==> src/rtl/intc_pkg.sv <==
package intc_pkg;

  typedef enum logic [1:0] {
    CLR_WRITE_ONE    = 2'd0,
    CLR_LEVEL_FOLLOW = 2'd1,
    CLR_WRITE_ZERO   = 2'd2
  } clrMode_e;

  typedef struct packed {
    logic maskLoad;
    logic statusWrite;
    logic readStatus;
  } ctrlStrobes_t;

endpackage

==> src/rtl/intc_sync.sv <==
module intc_sync #(
  parameter int WIDTH  = 32,
  parameter int STAGES = 2
) (
  input  logic             clk,
  input  logic             rst_n,
  input  logic [WIDTH-1:0] asyncIn,
  output logic [WIDTH-1:0] syncOut
);
  logic [WIDTH-1:0] chain [STAGES];

  generate
    for (genvar s = 0; s < STAGES; s++) begin : g_stage
      if (s == 0) begin : g_first
        always_ff @(posedge clk or negedge rst_n) begin
          if (!rst_n) chain[0] <= '0;
          else        chain[0] <= asyncIn;
        end
      end else begin : g_next
        always_ff @(posedge clk or negedge rst_n) begin
          if (!rst_n) chain[s] <= '0;
          else        chain[s] <= chain[s-1];
        end
      end
    end
  endgenerate

  assign syncOut = chain[STAGES-1];
endmodule

==> src/rtl/intc_ctrl.sv <==
module intc_ctrl
  import intc_pkg::*;
#(
  parameter clrMode_e MODE = CLR_WRITE_ONE
) (
  input  logic         regSel,
  input  logic         regWe,
  output ctrlStrobes_t strobes
);
  localparam bit STATUS_WRITABLE = (MODE != CLR_LEVEL_FOLLOW);

  always_comb begin
    strobes.maskLoad    = regWe & ~regSel;
    strobes.statusWrite = regWe & regSel & STATUS_WRITABLE;
    strobes.readStatus  = regSel;
  end
endmodule

==> src/rtl/intc_datapath.sv <==
module intc_datapath
  import intc_pkg::*;
#(
  parameter int       NUM_LINES = 32,
  parameter clrMode_e MODE      = CLR_WRITE_ONE
) (
  input  logic                 clk,
  input  logic                 rst_n,
  input  ctrlStrobes_t         strobes,
  input  logic [NUM_LINES-1:0] wdata,
  input  logic [NUM_LINES-1:0] syncLevel,
  output logic [NUM_LINES-1:0] statusQ,
  output logic [NUM_LINES-1:0] maskQ,
  output logic [NUM_LINES-1:0] rdData,
  output logic                 irqQ
);
  logic [NUM_LINES-1:0] statusNext;

  generate
    if (MODE == CLR_WRITE_ONE) begin : g_edge
      logic [NUM_LINES-1:0] prevLevel;
      logic [NUM_LINES-1:0] riseVec;
      logic [NUM_LINES-1:0] keepVec;

      always_ff @(posedge clk or negedge rst_n) begin
        if (!rst_n) prevLevel <= '0;
        else        prevLevel <= syncLevel;
      end

      always_comb begin
        riseVec    = syncLevel & ~prevLevel;
        keepVec    = strobes.statusWrite ? ~wdata : '1;
        statusNext = (statusQ & keepVec) | riseVec;
      end
    end else if (MODE == CLR_WRITE_ZERO) begin : g_legacy
      logic [NUM_LINES-1:0] keepVec;

      always_comb begin
        keepVec    = strobes.statusWrite ? wdata : '1;
        statusNext = (statusQ & keepVec) | syncLevel;
      end
    end else begin : g_follow
      logic unusedStatusWrite;
      assign unusedStatusWrite = strobes.statusWrite;

      always_comb statusNext = syncLevel;
    end
  endgenerate

  always_ff @(posedge clk or negedge rst_n) begin
    if (!rst_n) begin
      statusQ <= '0;
      maskQ   <= '0;
      irqQ    <= 1'b0;
    end else begin
      statusQ <= statusNext;
      if (strobes.maskLoad) maskQ <= wdata;
      irqQ <= |(statusQ & maskQ);
    end
  end

  assign rdData = strobes.readStatus ? statusQ : maskQ;
endmodule

==> src/rtl/line_intc.sv <==
module line_intc
  import intc_pkg::*;
#(
  parameter int       NUM_LINES   = 32,
  parameter int       SYNC_STAGES = 2,
  parameter clrMode_e MODE        = CLR_WRITE_ONE
) (
  input  logic                 clk,
  input  logic                 rst_n,
  input  logic [NUM_LINES-1:0] irqLines,
  input  logic                 regSel,
  input  logic                 regWe,
  input  logic [NUM_LINES-1:0] regWdata,
  output logic [NUM_LINES-1:0] regRdata,
  output logic                 cpuIrq
);
  ctrlStrobes_t         strobes;
  logic [NUM_LINES-1:0] syncLevel;
  logic [NUM_LINES-1:0] statusVec;
  logic [NUM_LINES-1:0] maskVec;

  intc_sync #(.WIDTH(NUM_LINES), .STAGES(SYNC_STAGES)) u_sync (
    .clk     (clk),
    .rst_n   (rst_n),
    .asyncIn (irqLines),
    .syncOut (syncLevel)
  );

  intc_ctrl #(.MODE(MODE)) u_ctrl (
    .regSel  (regSel),
    .regWe   (regWe),
    .strobes (strobes)
  );

  intc_datapath #(.NUM_LINES(NUM_LINES), .MODE(MODE)) u_dp (
    .clk       (clk),
    .rst_n     (rst_n),
    .strobes   (strobes),
    .wdata     (regWdata),
    .syncLevel (syncLevel),
    .statusQ   (statusVec),
    .maskQ     (maskVec),
    .rdData    (regRdata),
    .irqQ      (cpuIrq)
  );
endmodule

==> config.mk <==
export PLATFORM = sky130hd
export DESIGN_NAME = line_intc
export DESIGN_NICKNAME = d
export VERILOG_FILES = /design/src/rtl/intc_pkg.sv /design/src/rtl/intc_sync.sv /design/src/rtl/intc_ctrl.sv /design/src/rtl/intc_datapath.sv /design/src/rtl/line_intc.sv
export SDC_FILE = /design/constraint.sdc
export NUM_CORES = 1
export LEC_CHECK = 0
export ABC_AREA = 1
export BUFFER_PORTS_ARGS = -buffer_cell sky130_fd_sc_hd__buf_2
export CAP_MARGIN = 20
export CORE_MARGIN = 1.5
export CORE_UTILIZATION = 55
export DETAILED_ROUTE_END_ITERATION = 7
export PLACE_DENSITY_LB_ADDON = 0.12
export SYNTH_ARGS = -nofsm -noshare
export SYNTH_HDL_FRONTEND = slang
export SYNTH_SLANG_ARGS = --single-unit
==> constraint.sdc <==
create_clock -name clk -period 1 [get_ports clk]
set_input_delay 0.05 -clock clk [delete_from_list [all_inputs] [get_ports clk]]
set_output_delay 0.05 -clock clk [all_outputs]
set_load 0.01 [all_outputs]
==> summary by stage <==
Final layout
Counting the fill cells in the layout gives 540. The area used by multi-input combinational logic is 1420 um^2. The area growth from synthesis to layout is 48.9%.

The fraction of final layout cells with drive strength greater than 1 is 0.349. At the end of the flow the core is filled with cells to 0.835. The sequential cells in the finished layout cover a total of 4030 um^2. 0 antenna diodes ended up in the layout. The number of nets in the finished design is 852.

Global route
The overall fraction of global-route tracks in use is 0.268. Entering global routing, the biggest net connects 35 pins. The first global-routing pass estimated 22500 um of wire. The residual overflow from global routing is 0. The via count of the first global-routing pass came to 4769. The initial antenna violation count is 0.

Power and ir drop
The internal power of the cells totals 0.0121 W. The power per standard cell area is 1910 nW/um^2. The fraction of power spent switching nets is 0.251.

The switching power is 0.00407 W. The standby leakage power is 4.35 nW. The fraction of power consumed by sequential logic is 0.450. Of the total power, combinational logic draws 0.162. The fraction of power consumed by the clock network is 0.388. The worst-case IR drop observed on VDD is 1.58 mV.

Worst setup path
The category of the worst setup path capture point is an output port. Setup slack on the worst reg-to-reg path comes out at -0.18 ns. STA puts the critical path data arrival time at 1.29 ns. In this design, the stage delay of the slowest critical-path cell is 0.41 ns. The critical-path cell with the highest stage delay is sky130_fd_sc_hd__dfrtp_1.

The category of the most critical setup path is reg -> out. The endpoint required time on the critical path is 0.95 ns. The signal on the critical path passes through buf_6 -> nand2_2 -> nand2_1 -> buf_2. Of all nets on the critical path, the largest fanout is 2. The worst setup path is launched from a flop.

Outcome
The checks that failed: hold timing, setup timing. The run finished, with violations left.

Routing
The detailed router finished its first iteration with 238 violations. The total via count in the routed design is 4539. The DRC violation count after routing is 0. The count of TritonRoute iterations in the first routing pass is 4.

The routed length per placed instance is 14.9 um. The residual antenna-violating net count after detailed routing is 0. The via-per-instance ratio is 4.86.

Summed over all layers, the routed wires come to 13900 um.

CTS
The root buffer cell is sky130_fd_sc_hd__clkbuf_8. The H-tree was split into 4 levels. The clock latency on the worst-skew pair is 0.52 ns.

The number of clock buffers added by TritonCTS is 17. Buffers inserted to repair hold after CTS numbered 67. The post-CTS clock slew at the launch and capture registers of the worst setup and hold paths is 0.06 ns. The clock sink count is 161. The CTS tree is built. The number of buffers on the longest clock path is 2.

Synthesis
The count of synthesis-stage warnings from yosys is 0. By area the synthesized netlist is led by sky130_fd_sc_hd__dfrtp_1 (71%), sky130_fd_sc_hd__nand2_1 (12%), sky130_fd_sc_hd__inv_1 (4.2%). The post-synthesis cell type with the largest combined area is sky130_fd_sc_hd__dfrtp_1. The portion of synthesized cell area occupied by the leading cell type is 0.706. The post-synthesis instance area is 5710 um^2. The synthesized design contains 161 register bits. Among all cell types in the netlist, the one instantiated most often is sky130_fd_sc_hd__nand2_1. The number of different library cells in the post-synthesis netlist is 12. The most instantiated flip-flop cell in the synthesis netlist is sky130_fd_sc_hd__dfrtp_1. The average cell area after synthesis is 10.7 um^2. The number of nets produced by synthesis is 599. The synthesized design contains 0 enable-type register cells.

The share of the yosys chip area belonging to registers is 0.706. Sorting the synthesized cells by how often they occur yields sky130_fd_sc_hd__nand2_1 (181), sky130_fd_sc_hd__dfrtp_1 (161), sky130_fd_sc_hd__inv_1 (64), sky130_fd_sc_hd__o21ai_1 (43), sky130_fd_sc_hd__o21ai_0 (33). The synthesized instance count is 531. The post-synthesis async set-or-reset flop share is 1.00.

Timing
For the final routed database, the setup TNS stands at -8.18 ns. Across all hold checks on the routed design, the worst slack comes to -0.0323 ns. Setup repair after global routing could not meet its margin everywhere. The worst max-slew margin expressed relative to the limit is 0.804. The number of failing setup endpoints in the final timing report is 35. The final max-slew violation count came to 0.

Between clock sinks in the finished design, the worst skew comes to 0.00652 ns. For the pin with the worst max-slew slack, the measured transition is 0.294 ns. Derived from the worst setup path, the maximum achievable clock frequency is 744 MHz. In the post-route analysis, the smallest setup slack over all paths is -0.344 ns.

The routed design could run at a clock period as short as 1.34 ns. The final period utilization is 1.34. The number of hold violations in the final report is 20.

Die
101 I/O pins were placed. The area of the core is 10200 um^2. In this run the horizontal extent of the chip is 105 um. The die covers 11000 um^2. The site row count is 37. The effective utilization at floorplan is 0.560. In this run the vertical extent of the chip is 105 um.

Place
The number of port buffers is 100. Routability-driven placement finished with a final weighted congestion of 0.760. The half-perimeter wire length after detailed placement is 7620 um.

Worst hold path
The path class of the tightest hold or removal check is in -> async.

Flow run
Across the run, the number of max-cap violations was 0.
## registers in the layout (all words and copies together), names as in the netlist
name,count
u_dp.g_edge.prevLevel,32
u_dp.maskQ,32
u_dp.statusQ,32
u_sync.chain,32
u_sync.syncOut,32
u_dp.irqQ,1
## power groups by stage
stage                     registers [W]  logic (W)  clock network, W
after floorplan                 0.00735   0.000876                 0
after global placement          0.00737    0.00166                 0
after detailed placement        0.00741    0.00170                 0
after CTS                       0.00727    0.00241           0.00638
after global routing            0.00734    0.00287           0.00668
final                           0.00730    0.00262           0.00629
## worst paths after layout
kind,start,to,depth (start not counted)
max,u_dp.statusQ[7],regRdata[7],4
min,rst_n,u_dp.maskQ[19],2
max reg2reg,u_dp.statusQ[2],u_dp.irqQ,8
min reg2reg,u_sync.chain[61],u_sync.syncOut[29],0
max in group asynchronous,rst_n,u_sync.syncOut[20],3
min in group clk,regSel,u_dp.maskQ[15],5
## layer usage
layer	up-vias	track usage	wire length, um
li1	2153	-	-
met1	2226	0.310	5550
met2	146	0.487	7660
met3	14	0.0561	558
met4	0	0.103	170
met5	-	0	0
## layout make-up
type                    count  share of cell area
clock buffers              21              0.0540
clock inverters            11              0.0153
inverters                  65              0.0290
multi-input cells         289               0.167
flip-flops and latches    161               0.474
well taps                 136              0.0200
repair buffers            250               0.240
## per-stage QoR
step	power (W)	instance area [um^2]	setup slack (ns)	std cells
floorplan	0.00823	5710	0.140	531
global placement	0.00904	6590	-0.0595	784
detailed placement	0.00911	6590	-0.0403	784
CTS	0.0161	8330	-0.346	923
global route	0.0169	8500	-0.382	933
finish	0.0162	8500	-0.344	933
## cells by family (layout without fill, tap and decap cells)
| group | after synthesis | in the layout | share of synthesized area |
|---|---|---|---|
| AOI/OAI and AO/OA | 96 | 96 | 0.0973 |
| buffers and inverters | 81 | 347 | 0.0682 |
| DFF | 161 | 161 | 0.706 |
| and+or+nand+nor | 193 | 193 | 0.129 |
## placed cells by master (no fill, tap or decap), types with 5 or more instances in the layout
| cell type | instances |
|---|---|
| sky130_fd_sc_hd__nand2_1 | 146 |
| sky130_fd_sc_hd__nand2_4 | 5 |
| sky130_fd_sc_hd__o21ai_0 | 32 |
| sky130_fd_sc_hd__o21ai_1 | 43 |
| sky130_fd_sc_hd__buf_12 | 8 |
| sky130_fd_sc_hd__buf_2 | 93 |
| sky130_fd_sc_hd__dlygate4sd3_1 | 67 |
| sky130_fd_sc_hd__nor2_1 | 5 |
| sky130_fd_sc_hd__clkinv_4 | 5 |
| sky130_fd_sc_hd__o21ai_2 | 21 |
| sky130_fd_sc_hd__nand2_2 | 32 |
| sky130_fd_sc_hd__inv_1 | 64 |
| sky130_fd_sc_hd__dfrtp_1 | 161 |
| sky130_fd_sc_hd__buf_4 | 47 |
| sky130_fd_sc_hd__buf_6 | 35 |
| sky130_fd_sc_hd__clkbuf_16 | 16 |
## timing repair
item / 4_1_cts / 5_1_grt
resized for setup: 56 / 27
endpoints found under the hold margin: 257 / 20
buffers inserted: 47 / 13
pin swaps: 55 / 28
setup endpoints to repair: 34 / 39
## worst max-delay path, delay by kind of cell, from the launching register on
| kind | cells | cell delay, ns |
|---|---|---|
| buffers and inverters | 2 | 0.27 |
| flip-flops | 1 | 0.41 |
| AND/OR/NAND/NOR | 2 | 0.10 |
Note: power is estimated with default switching activity, not from simulation.
